### src/rtl/pipe_slot_pkg.sv
package pipe_slot_pkg;

  typedef enum logic [1:0] {
    SLOT_HOLD  = 2'd0,
    SLOT_FILL  = 2'd1,
    SLOT_DRAIN = 2'd2,
    SLOT_SWAP  = 2'd3
  } slot_op_e;

  // Decode of the effective operations, in order: read, then pop, then push.
  function automatic slot_op_e slot_op(input logic take_push, input logic take_pop);
    slot_op_e op;
    case ({take_push, take_pop})
      2'b10:   op = SLOT_FILL;
      2'b01:   op = SLOT_DRAIN;
      2'b11:   op = SLOT_SWAP;
      default: op = SLOT_HOLD;
    endcase
    return op;
  endfunction

endpackage

### src/rtl/slot_occupancy.sv
module slot_occupancy
  import pipe_slot_pkg::*;
(
  input  logic     clk,
  input  logic     rst,
  input  logic     push_req,
  input  logic     pop_req,
  output logic     occupied,
  output logic     ready,
  output logic     take_push,
  output slot_op_e op
);

  logic occ_q;
  logic take_pop;

  // A pop counts only while the slot holds a word.
  assign take_pop  = pop_req & occ_q;
  // Ready already includes a pop made in this cycle.
  assign ready     = ~occ_q | pop_req;
  assign take_push = push_req & ready;
  assign op        = slot_op(take_push, take_pop);
  assign occupied  = occ_q;

  // The fill wins when set and clear come in the same cycle.
  always_ff @(posedge clk) begin
    if (rst) begin
      occ_q <= 1'b0;
    end else begin
      case (op)
        SLOT_FILL, SLOT_SWAP: occ_q <= 1'b1;
        SLOT_DRAIN:           occ_q <= 1'b0;
        default:              occ_q <= occ_q;
      endcase
    end
  end

endmodule

### src/rtl/slot_word_store.sv
module slot_word_store #(
  parameter int DATA_W = 32
) (
  input  logic              clk,
  input  logic              load,
  input  logic [DATA_W-1:0] din,
  output logic [DATA_W-1:0] dout
);

  logic [DATA_W-1:0] word_q;

  // Plain enabled register with no reset, so it maps onto fabric flops.
  always_ff @(posedge clk) begin
    if (load) begin
      word_q <= din;
    end
  end

  assign dout = word_q;

endmodule

### src/rtl/pipe_slot_queue.sv
module pipe_slot_queue
  import pipe_slot_pkg::*;
#(
  parameter int DATA_W = 32
) (
  input  logic              clk,
  input  logic              rst,
  input  logic              push_req,
  input  logic [DATA_W-1:0] push_data,
  input  logic              pop_req,
  output logic [DATA_W-1:0] head_data,
  output logic              has_word,
  output logic              can_push
);

  logic     take_push;
  slot_op_e op;

  slot_occupancy u_occ (
    .clk       (clk),
    .rst       (rst),
    .push_req  (push_req),
    .pop_req   (pop_req),
    .occupied  (has_word),
    .ready     (can_push),
    .take_push (take_push),
    .op        (op)
  );

  slot_word_store #(.DATA_W(DATA_W)) u_store (
    .clk  (clk),
    .load (take_push),
    .din  (push_data),
    .dout (head_data)
  );

endmodule

### config.mk
export PLATFORM = sky130hd
export DESIGN_NAME = pipe_slot_queue
export DESIGN_NICKNAME = d
export VERILOG_FILES = /design/src/rtl/pipe_slot_pkg.sv /design/src/rtl/slot_occupancy.sv /design/src/rtl/slot_word_store.sv /design/src/rtl/pipe_slot_queue.sv
export SDC_FILE = /design/constraint.sdc
export NUM_CORES = 1
export LEC_CHECK = 0
export ABC_AREA = 1
export BUFFER_PORTS_ARGS = -buffer_cell sky130_fd_sc_hd__buf_2
export CAP_MARGIN = 5
export CELL_PAD_IN_SITES_DETAIL_PLACEMENT = 0
export CELL_PAD_IN_SITES_GLOBAL_PLACEMENT = 1
export CORE_UTILIZATION = 31
export DETAILED_ROUTE_END_ITERATION = 10
export PLACE_DENSITY = 0.89
export SLEW_MARGIN = 40
export SYNTH_ARGS = -nofsm -noshare
export SYNTH_HDL_FRONTEND = slang
export SYNTH_SLANG_ARGS = --single-unit
### constraint.sdc
create_clock -name clk -period 3.2 [get_ports clk]
set_input_delay 0.48 -clock clk [delete_from_list [all_inputs] [get_ports clk]]
set_output_delay 0.48 -clock clk [all_outputs]
set_load 0.01 [all_outputs]
==> results.toml, run 1 <==
[run_status]
outcome = "complete, no violations"

[final_layout]
n_fill_cell = 290
drive_above_1_share = 0.681
finish.net_count = 151
diodes = 0
area_growth_pct = 48.4

[routing]
drt_iter0_markers = 19
drc = 0
drtAntennaViolNets = 0
vias = 633
totalWireLength_um = 1860
via_per_inst = 3.96
drt_first_pass_iters = 4
wire_per_inst_um = 11.6

[critical_path]
critical_path_required_ns = 2.72
critPathKind = "reg2out"
cp_data_arrival_time_ns = 0.97
start_kind = "flip-flop"
worstPathCellList = "nand2_2 -> buf_2"
path_buf_inv = 1
end_kind = "primary output"
slowest_delay_ns = 0.42
slowest_stage = "dfxtp_1"
critPathTopFamily = "flip-flops"
cp_max_fo = 3

[global_routing]
grt_pass1_vias = 595
overflow = 0
grt_use_total = 0.114
grt_max_degree = 20
grt_pass1_wl_um = 2550
antenna_found_initial = 0

[synth]
synth.most_common_cell = "edfxtp_1"
synth_top_area_frac = 0.953
synth.area.top_cells = "edfxtp_1 95%, dfxtp_1 2.0%, a21oi_2 0.87%"
ys_warn_count = 0
synth_area_um2 = 1010
ys_ff_latch = 33
synth-async-reset-ratio = 0
yosysUniqueCellTypes = 7
synth_edf_count = 32
avgSynthCellArea_um2 = 26.5
syn_nets = 74
synth.largest_area_cell = "edfxtp_1"
syn-instance-count = 38
synth_seq_area_share = 0.973
synthFlopType = "edfxtp_1"

[placement]
io_buffers = 69
place.gp.congestion = 0.640
dp_hpwl_um = 1400
post-place-ws_ns = 1.59

[clock_network]
cts_root_buffer = "clkbuf_4"
clkLatencyLatePin_ns = 0.32
cts_made_buffers = 5
cts.sinks = 33
cts_tree = "done"
ctsHoldBuffers = 0
htree_num_levels = 2
path_clk_slew_ns = 0.09
post_cts_buffers = 0
cts_resized = 0
cts_buffer_depth = 2

[min_path]
hp-class = "in2reg"

[floorplanning]
ioPinCount = 70
die_h_um = 59.0
core-area_um2 = 3080
start_util = 0.328
fp.dieArea_um2 = 3490
chipWidth_um = 59.0
rows = 20

[sta]
finalClockSkew_ns = 0.00383
slew_viol_final = 0
rsz0062_at_grt = "no"
period_share = 0.452
hold_viol = 0
period_minus_slack_ns = 1.45
setup_viol = 0
final.setup.worst_slack_ns = 1.75
fin_tns_setup_ns = 0
worst_slew_pin_slew_ns = 0.540
slew-limit-headroom = 0.639
max_freq_ghz = 0.691

[power]
p_per_area_nw_per_um2 = 530
peakVddDrop_uv = 199
p_leak_nw = 0.644

[job]
maxCapViolCount = 0
[sequential cells by signal, indices dropped and copies added, names as in the netlist]
name / count
u_store.dout: 32
u_occ.occupied: 1
[final cells by class]
| cell class | count | area (µm²) | area share |
|---|---|---|---|
| sequential | 33 | 981 | 0.656 |
| timing repair buffer | 70 | 373 | 0.249 |
| tap | 44 | 55.1 | 0.0368 |
| clock buffer | 8 | 48.8 | 0.0326 |
| multi-input combinational | 3 | 31.3 | 0.0209 |
| inverter | 2 | 7.51 | 0.00502 |
[placed cells by master (no fill, tap or decap), drive strengths merged]
cell,n
buf,70
inv,2
clkbuf,8
a21oi,2
nand2,1
edfxtp,32
dfxtp,1
[where the power goes]
part / internal, mW / switching [mW]
Sequential: 0.503 / 0.00615
Clock: 0.0875 / 0.121
Combinational: 0.0366 / 0.0395
Total: 0.627 / 0.167
[path summary, 6_finish.rpt]
kind                        from               end  slack [ns]  depth (start not counted)
setup reg to reg  u_occ.occupied  u_store.dout[11]        1.84                          2
hold reg to reg   u_occ.occupied    u_occ.occupied        0.54                          2
hold / removal               rst    u_occ.occupied        0.31                          2
setup / recovery  u_occ.occupied          can_push        1.75                          2
[cells by family (layout without fill, tap and decap cells)]
group / count (synthesis) / in the layout / synth area share
buf+inv: 2 / 80 / 0.00744
flops: 33 / 33 / 0.973
simple gates: 1 / 1 / 0.00621
compound gates: 2 / 2 / 0.0136
[through the flow]
step | std cells | total power, mW | hold slack (ns) | area, µm² | utilization
after floorplan | 38 | 0.545 | 0.542 | 1010 | -
after global placement | 151 | 0.588 | 0.504 | 1420 | 0.461
after detailed placement | 152 | 0.597 | 0.528 | 1450 | 0.470
after CTS | 160 | 0.806 | 0.291 | 1500 | 0.486
after global routing | 160 | 0.833 | 0.281 | 1500 | 0.486
final | 160 | 0.794 | 0.310 | 1500 | 0.486
[per-layer routing]
| metal | vias up | global-route usage | part of all wire |
|---|---|---|---|
| met4 | 0 | 0.0612 | 0.016 |
| met5 | - | 0 | 0 |
| met1 | 285 | 0.0943 | 0.34 |
| met3 | 5 | 0.0786 | 0.10 |
| li1 | 303 | - | - |
| met2 | 40 | 0.198 | 0.54 |
(Power assumes the default switching activity.)
==> run 2: changes to the inputs <==
- clock period: 3.2 -> 1.35 ns (I/O delays scaled with it)
==> results.toml, run 2 (synthesis results as in run 1) <==
[run_status]
outcome = "complete, no violations"

[clock_network]
cts_root_buffer = "clkbuf_4"
clkLatencyLatePin_ns = 0.32
cts_made_buffers = 5
ctsHoldBuffers = 0
htree_num_levels = 2
cts.sinks = 33
cts_resized = 0
cts_buffer_depth = 2
cts_tree = "done"
post_cts_buffers = 0
path_clk_slew_ns = 0.09

[floorplanning]
core-area_um2 = 3080
chipWidth_um = 59.0
fp.dieArea_um2 = 3490
rows = 20
start_util = 0.328
ioPinCount = 70
die_h_um = 59.0

[routing]
totalWireLength_um = 1850
vias = 652
wire_per_inst_um = 11.5
wl_met3_um = 274
drt_iter0_markers = 7
drc = 0
highest_layer = "met4"
wl_met2_um = 871
drt_first_pass_iters = 2
via_per_inst = 4.05
m1WireLength_um = 664
drtAntennaViolNets = 0

[critical_path]
end_kind = "primary output"
r2r_slack_ns = 0.33
critPathKind = "reg2out"
cp_data_arrival_time_ns = 0.91
critical_path_required_ns = 1.15
cp_max_fo = 3
start_kind = "flip-flop"

[final_layout]
finish.net_count = 152
drive_above_1_share = 0.709
layout_commonest_cell = "buf_2"
final_cells = 161
area_growth_pct = 53.3
diodes = 0
layout_common_cells = "69 x buf_2, 32 x edfxtp_1, 5 x clkbuf_4"
largest_reg_flops = 32
n_fill_cell = 257

[sta]
period_share = 0.822
fin_tns_setup_ns = 0
worst_slew_pin_slew_ns = 0.194
rsz0062_at_grt = "no"
period_minus_slack_ns = 1.11
max_freq_ghz = 0.901
slew-limit-headroom = 0.870
slew_viol_final = 0
hold_viol = 0
finalClockSkew_ns = 0.0109
setup_viol = 0

[placement]
io_buffers = 69
place_inst = 153
place.gp.congestion = 0.661

[min_path]
hp-class = "in2reg"

[global_routing]
grt_pass1_vias = 673
grt_pass1_wl_um = 2880
antenna_found_initial = 0
overflow = 0
grt_max_degree = 17
grt_use_total = 0.120

[power]
p_leak_nw = 0.670
peakVddDrop_uv = 721
p_per_area_nw_per_um2 = 1370

[job]
maxCapViolCount = 0
run 2: changes by cell type in the layout (fill, tap and decap cells not counted):
cell       delta
buf_12        +2
buf_16        -1
bufinv_16     +1
clkbuf_1      -2
clkbuf_8      +1
dfxtp_1       -1
dfxtp_2       +1
run 2: path summary, 6_finish.rpt:
check / startpoint / endpoint / cells after the start
max: u_occ.occupied / can_push / 2
min: rst / u_occ.occupied / 2
max reg2reg: u_occ.occupied / u_store.dout[10] / 2
min reg2reg: u_occ.occupied / u_occ.occupied / 2
run 2: cell type report:
| class | count | area [µm²] | share of cell area |
|---|---|---|---|
| flip-flops and latches | 33 | 982 | 0.635 |
| clock buffers | 7 | 55.1 | 0.0356 |
| repair buffers | 71 | 385 | 0.249 |
| clock inverters | 1 | 30.0 | 0.0194 |
| inverters | 2 | 7.51 | 0.00485 |
| multi-input cells | 3 | 31.3 | 0.0202 |
| well taps | 44 | 55.1 | 0.0356 |
run 2: worst max-delay path, cell delays in order (launching register included):
cell and delay, ns:
dfxtp_2 0.38, nand2_2 0.07, buf_2 0.14
run 2: stage by stage:
step	hold WS [ns]	power [mW]	instance area (µm²)	setup WS, ns	util
4_1_cts	0.00875	2.16	1550	0.215	0.502
3_3_place_gp	0.355	1.42	1460	0.343	0.475
2_1_floorplan	0.258	1.29	1020	0.0229	-
5_1_grt	0.00593	2.23	1550	0.188	0.502
3_5_place_dp	0.366	1.42	1460	0.320	0.475
6_report	0.0298	2.13	1550	0.240	0.502
run 2: power breakdown:
part	switching, mW	internal (mW)	leakage (nW)
Combinational	0.0954	0.0913	0.306
Sequential	0.0151	1.19	0.318
Clock	0.289	0.442	0.0455
Total	0.400	1.73	0.670
run 2: metal layers:
layer / GRT usage / vias to the layer above
li1: - / 304
met1: 0.125 / 292
met2: 0.183 / 52
met3: 0.0764 / 4
met4: 0.0714 / 0
met5: 0 / -
